`config.mk`:
```
export PLATFORM = sky130hd
export DESIGN_NAME = mpx_rx_filter
export DESIGN_NICKNAME = d
export VERILOG_FILES = /design/src/rtl/mpx_rx_pkg.sv /design/src/rtl/mpx_rx_timer.sv /design/src/rtl/mpx_rx_framer.sv /design/src/rtl/mpx_rx_flags.sv /design/src/rtl/mpx_rx_filter.sv
export SDC_FILE = /design/constraint.sdc
export NUM_CORES = 1
export LEC_CHECK = 0
export ABC_AREA = 1
export CORE_ASPECT_RATIO = 1.25
export CORE_MARGIN = 5
export CORE_UTILIZATION = 30
export CTS_CLUSTER_DIAMETER = 200
export DETAILED_ROUTE_END_ITERATION = 8
export SETUP_SLACK_MARGIN = 0.3
export SLEW_MARGIN = 20
export SYNTH_ARGS = -nofsm -noshare
export SYNTH_HDL_FRONTEND = slang
export SYNTH_SLANG_ARGS = --single-unit
```
`constraint.sdc`:
```
create_clock -name clk -period 2.69 [get_ports clk]
set_input_delay 0.4035 -clock clk [delete_from_list [all_inputs] [get_ports clk]]
set_output_delay 0.4035 -clock clk [all_outputs]
set_load 0.005 [all_outputs]
```
`src/rtl/mpx_rx_pkg.sv`:
```
// Shared definitions for the address-filtering serial receiver.
// Assumes a byte-wide data field.
package mpx_rx_pkg;

    parameter int unsigned DW = 8;

    typedef enum logic {
        RX_IDLE = 1'b0,
        RX_BUSY = 1'b1
    } rx_state_e;

    // Fields of a completed frame, handed from the framer to the flag logic.
    typedef struct packed {
        logic [DW-1:0] data;
        logic          mpb;
        logic          stop_ok;
        logic          filt;
    } rx_frame_t;

endpackage

```
`src/rtl/mpx_rx_timer.sv`:
```
// Mid-bit sample timer. Loaded when a start edge is seen, it fires a
// sample strobe N/2 ticks later and then every N ticks.
// Assumes OS_NORM >= OS_FAST and that both are even.
module mpx_rx_timer #(
    parameter int unsigned OS_NORM = 16,
    parameter int unsigned OS_FAST = 8
) (
    input  logic clk,
    input  logic rst_n,
    input  logic os_tick,
    input  logic load,
    input  logic run,
    input  logic fast,
    output logic smp
);
    localparam int unsigned PH_W = $clog2(OS_NORM);
    localparam logic [PH_W-1:0] HALF_N = PH_W'(OS_NORM / 2 - 1);
    localparam logic [PH_W-1:0] HALF_F = PH_W'(OS_FAST / 2 - 1);
    localparam logic [PH_W-1:0] FULL_N = PH_W'(OS_NORM - 1);
    localparam logic [PH_W-1:0] FULL_F = PH_W'(OS_FAST - 1);

    logic [PH_W-1:0] ph;
    logic            fast_q;

    assign smp = run && os_tick && (ph == '0);

    // Count ticks down to the next sample point and reload after each one.
    always_ff @(posedge clk) begin
        if (!rst_n) begin
            ph     <= '0;
            fast_q <= 1'b0;
        end else if (load) begin
            fast_q <= fast;
            ph     <= fast ? HALF_F : HALF_N;
        end else if (run && os_tick) begin
            if (ph == '0) begin
                ph <= fast_q ? FULL_F : FULL_N;
            end else begin
                ph <= ph - 1'b1;
            end
        end
    end

endmodule

```
`src/rtl/mpx_rx_framer.sv`:
```
// Frame assembler. It detects the start edge, validates the start bit,
// shifts in the data bits with the least significant bit first, captures the
// address bit and flags completion on the stop sample. The arm bit and the
// format are latched once per frame.
module mpx_rx_framer
    import mpx_rx_pkg::*;
(
    input  logic      clk,
    input  logic      rst_n,
    input  logic      rx_en,
    input  logic      rxd,
    input  logic      os_tick,
    input  logic      mp_mode,
    input  logic      arm,
    input  logic      smp,
    output logic      load,
    output logic      run,
    output logic      fin,
    output rx_frame_t frame
);
    localparam int unsigned IDX_W = $clog2(DW + 3);
    localparam logic [IDX_W-1:0] LAST_MP = IDX_W'(DW + 2);
    localparam logic [IDX_W-1:0] LAST_PL = IDX_W'(DW + 1);
    localparam logic [IDX_W-1:0] DATA_HI = IDX_W'(DW);

    rx_state_e        state;
    logic [IDX_W-1:0] idx;
    logic [IDX_W-1:0] last;
    logic [DW-1:0]    shreg;
    logic             mpb_q;
    logic             mpm_q;
    logic             filt_q;

    assign last = mpm_q ? LAST_MP : LAST_PL;
    assign load = (state == RX_IDLE) && rx_en && os_tick && !rxd;
    assign run  = (state == RX_BUSY);
    assign fin  = run && rx_en && smp && (idx == last);

    assign frame.data    = shreg;
    assign frame.mpb     = mpb_q;
    assign frame.stop_ok = rxd;
    assign frame.filt    = filt_q;

    // Step through the bit positions of one frame at each sample strobe.
    always_ff @(posedge clk) begin
        if (!rst_n) begin
            state  <= RX_IDLE;
            idx    <= '0;
            shreg  <= '0;
            mpb_q  <= 1'b1;
            mpm_q  <= 1'b0;
            filt_q <= 1'b0;
        end else if (!rx_en) begin
            state <= RX_IDLE;
        end else if (load) begin
            state <= RX_BUSY;
            idx   <= '0;
            mpm_q <= mp_mode;
            mpb_q <= 1'b1;
        end else if (run && smp) begin
            if (idx == '0) begin
                if (rxd) begin
                    state <= RX_IDLE;
                end else begin
                    filt_q <= arm && mpm_q;
                    idx    <= idx + 1'b1;
                end
            end else if (idx == last) begin
                state <= RX_IDLE;
            end else if (idx <= DATA_HI) begin
                shreg <= {rxd, shreg[DW-1:1]};
                idx   <= idx + 1'b1;
            end else begin
                mpb_q <= rxd;
                idx   <= idx + 1'b1;
            end
        end
    end

endmodule

```
`src/rtl/mpx_rx_flags.sv`:
```
// Delivery and flag logic. It applies the filter to a completed frame,
// holds the output byte, tracks whether the byte was read, and keeps the
// sticky error flags and the arm bit.
module mpx_rx_flags
    import mpx_rx_pkg::*;
(
    input  logic          clk,
    input  logic          rst_n,
    input  logic          fin,
    input  rx_frame_t     frame,
    input  logic          data_rd,
    input  logic          err_clr,
    input  logic          arm_wr,
    input  logic          arm_wdata,
    output logic          rx_valid,
    output logic [DW-1:0] rx_data,
    output logic          rx_mpb,
    output logic          ovr_err,
    output logic          frm_err,
    output logic          arm_q
);
    logic full;
    logic supp;
    logic pending;
    logic take;
    logic ovr_set;
    logic fe_set;
    logic wake;

    // Classify the completed frame.
    always_comb begin
        supp    = frame.filt && !frame.mpb;
        pending = full && !data_rd;
        take    = fin && !supp && !pending;
        ovr_set = fin && !supp && pending;
        fe_set  = take && !frame.stop_ok;
        wake    = fin && frame.filt && frame.mpb;
    end

    // Hold the delivered byte and track whether it is still unread.
    always_ff @(posedge clk) begin
        if (!rst_n) begin
            rx_valid <= 1'b0;
            rx_data  <= '0;
            rx_mpb   <= 1'b0;
            full     <= 1'b0;
        end else begin
            rx_valid <= take;
            full     <= take || pending;
            if (take) begin
                rx_data <= frame.data;
                rx_mpb  <= frame.mpb;
            end
        end
    end

    // Keep the sticky error flags.
    always_ff @(posedge clk) begin
        if (!rst_n) begin
            ovr_err <= 1'b0;
            frm_err <= 1'b0;
        end else begin
            ovr_err <= ovr_set || (ovr_err && !err_clr);
            frm_err <= fe_set || (frm_err && !err_clr);
        end
    end

    // Update the arm bit. A software write takes priority over the clear by an address frame.
    always_ff @(posedge clk) begin
        if (!rst_n) begin
            arm_q <= 1'b0;
        end else if (arm_wr) begin
            arm_q <= arm_wdata;
        end else if (wake) begin
            arm_q <= 1'b0;
        end
    end

endmodule

```
`src/rtl/mpx_rx_filter.sv`:
```
// Top level of the address-filtering asynchronous receiver. It wires the
// sample timer, the framer and the delivery and flag logic together.
// Assumes os_tick is a one-cycle pulse and the mode inputs are steady
// while a frame is in progress.
module mpx_rx_filter
    import mpx_rx_pkg::*;
#(
    parameter int unsigned OS_NORM = 16,
    parameter int unsigned OS_FAST = 8
) (
    input  logic          clk,
    input  logic          rst_n,
    input  logic          rx_en,
    input  logic          rxd,
    input  logic          os_tick,
    input  logic          mp_mode,
    input  logic          dbl_speed,
    input  logic          arm_wr,
    input  logic          arm_wdata,
    input  logic          data_rd,
    input  logic          err_clr,
    output logic          rx_valid,
    output logic [DW-1:0] rx_data,
    output logic          rx_mpb,
    output logic          ovr_err,
    output logic          frm_err,
    output logic          arm_state
);
    logic      load;
    logic      run;
    logic      smp;
    logic      fin;
    rx_frame_t frame;

    mpx_rx_timer #(
        .OS_NORM(OS_NORM),
        .OS_FAST(OS_FAST)
    ) timer_i (
        .clk    (clk),
        .rst_n  (rst_n),
        .os_tick(os_tick),
        .load   (load),
        .run    (run),
        .fast   (dbl_speed),
        .smp    (smp)
    );

    mpx_rx_framer framer_i (
        .clk    (clk),
        .rst_n  (rst_n),
        .rx_en  (rx_en),
        .rxd    (rxd),
        .os_tick(os_tick),
        .mp_mode(mp_mode),
        .arm    (arm_state),
        .smp    (smp),
        .load   (load),
        .run    (run),
        .fin    (fin),
        .frame  (frame)
    );

    mpx_rx_flags flags_i (
        .clk      (clk),
        .rst_n    (rst_n),
        .fin      (fin),
        .frame    (frame),
        .data_rd  (data_rd),
        .err_clr  (err_clr),
        .arm_wr   (arm_wr),
        .arm_wdata(arm_wdata),
        .rx_valid (rx_valid),
        .rx_data  (rx_data),
        .rx_mpb   (rx_mpb),
        .ovr_err  (ovr_err),
        .frm_err  (frm_err),
        .arm_q    (arm_state)
    );

endmodule

```
==> results of run 1 <==
## sequential cells by signal, indices dropped and copies added (netlist names), 4 cells and up
name	cells
framer_i.shreg	8
flags_i.rx_data	8
framer_i.idx	4
timer_i.ph	4
## per-layer routing
layer  vias up  GRT usage, %  part of all wire, %
li1        922             -                    -
met1       742          13.4                   46
met2        19          18.1                   49
met3         7          2.72                  3.3
met4         0          3.90                  1.6
met5         -             0                    0
## cell type report
cell class                      count  area (sq um)  area share (%)
Clock inverter                      1          5.00           0.217
Inverter                           53           200            8.69
Sequential cell                    35           701            30.4
Tap cell                           85           106            4.62
Multi-Input combinational cell    189           956            41.5
Clock buffer                        6          82.6            3.59
Timing Repair Buffer               26           253            11.0
## worst min path at each step
stage	start	end	slack, ns	depth (start not counted)
final	flags_i.ovr_err$_SDFF_PN0_	flags_i.ovr_err$_SDFF_PN0_	0.47	2
after floorplan	framer_i.mpb_q$_SDFFE_PN1P_	framer_i.mpb_q$_SDFFE_PN1P_	0.45	2
after global routing	flags_i.ovr_err$_SDFF_PN0_	flags_i.ovr_err$_SDFF_PN0_	0.50	2
after detailed placement	flags_i.frm_err$_SDFF_PN0_	flags_i.frm_err$_SDFF_PN0_	0.47	2
after global placement	flags_i.ovr_err$_SDFF_PN0_	flags_i.ovr_err$_SDFF_PN0_	0.46	2
after CTS	flags_i.frm_err$_SDFF_PN0_	flags_i.frm_err$_SDFF_PN0_	0.48	2
## cells in the final DEF, fill, tap and decap left out
| master | netlist | final |
|---|---|---|
| o21ai_0 | 6 | 6 |
| clkbuf_8 | 0 | 6 |
| nand3_2 | 1 | 1 |
| ha_1 | 4 | 4 |
| inv_1 | 50 | 50 |
| dfxtp_1 | 35 | 35 |
| a31oi_1 | 1 | 1 |
| clkdlybuf4s50_1 | 0 | 23 |
| nor2_4 | 3 | 3 |
| nand3_1 | 23 | 23 |
| nor2_1 | 26 | 26 |
| xnor2_1 | 1 | 1 |
| nand4_1 | 12 | 12 |
| nor2_2 | 20 | 20 |
| nand2_1 | 69 | 69 |
| nand4_2 | 1 | 1 |
| nand3_4 | 1 | 1 |
| clkinv_2 | 1 | 2 |
| buf_4 | 1 | 3 |
| xor2_1 | 1 | 1 |
| inv_2 | 1 | 1 |
| clkinv_1 | 1 | 1 |
| nand2_2 | 5 | 5 |
| a21oi_1 | 15 | 15 |
## power by group
| part | internal [W] | switching (W) | total, W |
|---|---|---|---|
| Combinational | 0.0000380 | 0.0000544 | 0.0000924 |
| Sequential | 0.000525 | 0.00000589 | 0.000531 |
| Clock | 0.000201 | 0.000184 | 0.000385 |
## metrics by stage
step                      hold slack (ns)  util (%)  std cells  setup WS [ns]
after floorplan                     0.449         -        286           1.19
after global routing                0.500      37.1        395          0.542
after CTS                           0.476      37.1        395          0.774
after detailed placement            0.465      35.7        388          0.469
final                               0.470      37.1        395          0.763
after global placement              0.464      35.7        388          0.468
## cells by family (layout without fill, tap and decap cells)
family	count (synthesis)	after routing	synth area share, %
fa+ha+maj	4	4	2.61
buf+inv	62	86	13.5
compound gates	22	22	5.82
flops	35	35	36.6
simple gates	161	161	40.6
xor+xnor	2	2	0.915
## critical path, stage by stage
cell and delay, ns:
clkdlybuf4s50_1 0.62, nand2_1 0.09, nor2_1 0.09, nand2_1 0.21, nand2_1 0.23, nand2_1 0.10, nor2_2 0.19, nand2_1 0.07
nand2_1 0.07, nor2_1 0.05
==> results.json, run 1 <==
{
  "outcome": "finished, final reports clean",
  "clkSlewWorstSetupHoldPaths_ns": 0.07,
  "syn_nets": 301,
  "r2r-start": "timer_i.ph[0]$_SDFFE_PN0P_",
  "critPathMaxFanout": 9,
  "numClockSinks": 35,
  "drt_wl_total_microns": 3920,
  "drive_above_1_share_pct": 13.9,
  "fin_crit_sh_pct": 71.6,
  "clock_latency_ns": 0.29,
  "die_x_microns": 81.5,
  "total_power_w": 0.00101,
  "synth_common_cells": "nand2_1, inv_1, dfxtp_1, nor2_1, nand3_1",
  "rsz0062_at_grt": "false",
  "endpoint": "framer_i.idx[1]$_SDFFE_PN0P_",
  "worstReg2RegEnd": "framer_i.shreg[7]$_SDFFE_PN0P_",
  "antenna_found_initial": 0,
  "vdd_drop_max_mv": 0.153,
  "synth.yosys.seq_area_share_pct": 36.6,
  "grt_pass1_vias": 1640,
  "wire_per_inst_microns": 9.91,
  "synth.cell_area_sq_mm": 0.00191,
  "p_leak_nw": 0.950,
  "r2r_setup_slack_ns": 0.93,
  "drt_iter0_drc": 63,
  "grt_pass1_wl_microns": 7080,
  "cts_inserted_buffers": 5,
  "place_area_sq_mm": 0.00222,
  "dieArea_sq_mm": 0.00809,
  "drtPass1Iterations": 4,
  "worst_pin_slew_ns": 0.543,
  "syn_avg_cell_area_sq_um": 6.69,
  "slew_headroom_pct": 63.7,
  "synth_cell_types": 26,
  "port_buffers": 23,
  "grt_max_degree": 17,
  "tns_ns": 0,
  "cts_tree": "built",
  "synth_top_area_share_pct": 36.6,
  "via_per_inst": 4.28,
  "yosys.area.top_type": "dfxtp_1",
  "synth-warning-count": 0,
  "htreeDepth": 2,
  "num-fill-cells": 689,
  "core_area_sq_mm": 0.00621,
  "io_pins": 24,
  "cp-start-kind": "primary input",
  "setup_viol": 0,
  "hp-class": "reg2reg",
  "gr-total-overflow": 0,
  "period_needed_ns": 1.93,
  "cts_setup_buffers": 0,
  "nets": 325,
  "rows": 32,
  "fmax_ghz": 0.519,
  "critPathKind": "in2reg",
  "root_buffer": "clkbuf_8",
  "postRouteAntennaNets": 0,
  "finalMaxSlewViolations": 0,
  "place_hpwl_microns": 2980,
  "fin_skew_ns": 0.00601,
  "cp-end-kind": "flip-flop",
  "cts_buffer_depth": 2,
  "crit_required_ns": 2.87,
  "synthCells": 286,
  "ys_top_cells_by_area": "dfxtp_1, nand2_1, inv_1",
  "grt.total_usage_pct": 10.9,
  "drc": 0,
  "synth-seq-cells": 35,
  "cts_hold_buf": 0,
  "finalHoldViolations": 0,
  "synth_edf_count": 0,
  "start_util_pct": 30.8,
  "synth_ff_type": "dfxtp_1",
  "cap_violations": 0,
  "arrival_ns": 2.11,
  "powerDensity_mw_per_mm2": 437,
  "die_h_microns": 99.3,
  "reg2reg_depth": 9,
  "via_count": 1690,
  "startpoint": "rx_en",
  "ys_async_sr_fraction_pct": 0,
  "cts_resized": 0,
  "insertedDiodeCount": 0,
  "design_area_sq_mm": 0.00230,
  "yosysMostFrequentCell": "nand2_1",
  "syn_to_final_growth_pct": 20.3,
  "place_congestion": 0.848
}
Note: power is estimated with default switching activity, not from simulation.
==> run 2: changes to the inputs <==
Clock period 2.69 ns to 1.9 ns, I/O delays scaled along.
==> run 2 against run 1 <==
Design area is 7.8% higher. Setup slack worse by 0.33 ns. Clock power is 56% higher. Register-to-register slack worse by 0.50 ns. Clock skew is 0.0044 ns lower. Clock-buffer cell count is 2 higher. Sequential power is 42% higher.
==> results.json, run 2 (synthesis gave the netlist of run 1 again) <==
{
  "outcome": "finished, final reports clean",
  "finalMaxSlewViolations": 0,
  "via_count": 1733,
  "die_h_microns": 99.3,
  "drt_wl_total_microns": 4110,
  "finalHoldViolations": 0,
  "path_delay_family": "flip-flops",
  "worst_pin_slew_ns": 0.444,
  "fmax_ghz": 0.681,
  "start_util_pct": 30.8,
  "period_needed_ns": 1.47,
  "place_area_sq_mm": 0.00228,
  "drc": 0,
  "numClockSinks": 35,
  "startpoint": "framer_i.idx[1]$_SDFFE_PN0P_",
  "critical_path.most_common_cell": "nor2_2",
  "layout_commonest_cell": "nand2_1",
  "dpl_worst_slack_ns": -0.0664,
  "slowest_stage": "dfxtp_2",
  "postRouteAntennaNets": 0,
  "place_hpwl_microns": 2940,
  "fin_crit_sh_pct": 77.3,
  "cp.buffers_inverters": 2,
  "via_per_inst": 4.26,
  "hp-class": "in2reg",
  "cts_tree": "built",
  "clock_latency_ns": 0.28,
  "syn_to_final_growth_pct": 29.7,
  "fin_skew_ns": 0.00162,
  "rows": 32,
  "wire_per_inst_microns": 10.1,
  "grt_pass1_wl_microns": 7210,
  "drtPass1Iterations": 5,
  "io_pins": 24,
  "timing.hold.ws_ns": 0.457,
  "slew_headroom_pct": 70.3,
  "max_stage_delay_ns": 0.38,
  "cts_inserted_buffers": 5,
  "powerDensity_mw_per_mm2": 602,
  "num-fill-cells": 661,
  "place_inst": 396,
  "cts_buffer_depth": 2,
  "final_cell_mix": "nand2_1, inv_1, dfxtp_1",
  "setup_ws_ns": 0.431,
  "antenna_found_initial": 0,
  "die_x_microns": 81.5,
  "critPathKind": "reg2reg",
  "insertedDiodeCount": 0,
  "hp-start": "rx_en",
  "r2r-start": "framer_i.idx[1]$_SDFFE_PN0P_",
  "grt.total_usage_pct": 11.1,
  "vdd_drop_max_mv": 0.270,
  "dieArea_sq_mm": 0.00809,
  "grt_pass1_vias": 1679,
  "drive_above_1_share_pct": 19.9,
  "crit_required_ns": 2.09,
  "rsz0062_at_grt": "true",
  "port_buffers": 23,
  "place_congestion": 0.789,
  "drt_iter0_drc": 77,
  "design_area_sq_mm": 0.00248,
  "crit_chain": "inv_1, ha_1, a21oi_1, nor2_2, nand2_2, nor2_4, clkbuf_16, nor2_2, nor2_2",
  "p_leak_nw": 1.04,
  "cp-start-kind": "flip-flop",
  "htreeDepth": 2,
  "setup_viol": 0,
  "nets": 336,
  "root_buffer": "clkbuf_8",
  "stdcell_count": 407,
  "core_area_sq_mm": 0.00621,
  "grt_max_degree": 25,
  "largestRegisters": "flags_i.rx_data (8), framer_i.shreg (8)",
  "cp-end-kind": "flip-flop",
  "clkSlewWorstSetupHoldPaths_ns": 0.07,
  "gr-total-overflow": 0,
  "critPathMaxFanout": 8,
  "cap_violations": 0,
  "arrival_ns": 1.66,
  "fin_util_pct": 40.0
}
[run 2: changes by cell type in the layout (fill, tap and decap cells not counted), moves of 2 or more]
cell | before | now
clkdlybuf4s50_1 | 23 | 21
nor2_4 | 3 | 5
inv_1 | 50 | 48
nand2_2 | 5 | 7
nand2_1 | 69 | 67
inv_2 | 1 | 3
dlymetal6s2s_1 | 0 | 2
buf_4 | 3 | 11
dfxtp_2 | 0 | 3
dfxtp_1 | 35 | 32
[run 2: worst paths after layout]
check                                        end  slack, ns  depth (start not counted)
hold / removal         framer_i.run$_SDFFE_PN0P_       0.46                          4
setup reg to reg  framer_i.shreg[5]$_SDFFE_PN0P_       0.43                          9
hold reg to reg       flags_i.ovr_err$_SDFF_PN0_       0.47                          2
setup / recovery  framer_i.shreg[5]$_SDFFE_PN0P_       0.43                          9
[run 2: power by group]
group	switching (W)	internal [W]	leakage [nW]
Sequential	0.00000880	0.000743	0.284
Combinational	0.0000800	0.0000650	0.702
Clock	0.000268	0.000331	0.0515
[run 2: per-layer routing]
| layer | GRT usage (%) | wire (microns) | vias up |
|---|---|---|---|
| li1 | - | - | 949 |
| met1 | 13.4 | 1920 | 756 |
| met2 | 18.8 | 2000 | 22 |
| met3 | 2.90 | 144 | 6 |
| met4 | 3.77 | 50 | 0 |
| met5 | 0 | 0 | - |
[run 2: layout make-up]
type / count / area (sq um) / area share [%]
clock buffers: 8 / 100 / 4.03
inverters: 53 / 200 / 8.06
multi-input cells: 189 / 998 / 40.2
flip-flops and latches: 35 / 704 / 28.4
well taps: 85 / 106 / 4.28
repair buffers: 37 / 374 / 15.1
[run 2: what timing repair did]
item / 4_1_cts / 5_1_grt
setup endpoints to repair: 22 / 23
gates cloned: 0 / 1
resized for setup: 7 / 10
hold buffers: 0 / 0
pin swaps: 1 / 2
buffers inserted: 1 / 1
[run 2: metrics by stage]
stage	setup TNS [ns]	total power (W)
detailed placement	-0.368	0.000906
global route	0	0.00156
global placement	-0.212	0.000905
floorplan	0	0.000851
finish	0	0.00150
CTS	0	0.00152
[run 2: tightest hold or removal path: stages]
cell	delay, ns
dlymetal6s2s_1	0.18
buf_4	0.16
nand2_1	0.05
a21oi_1	0.03
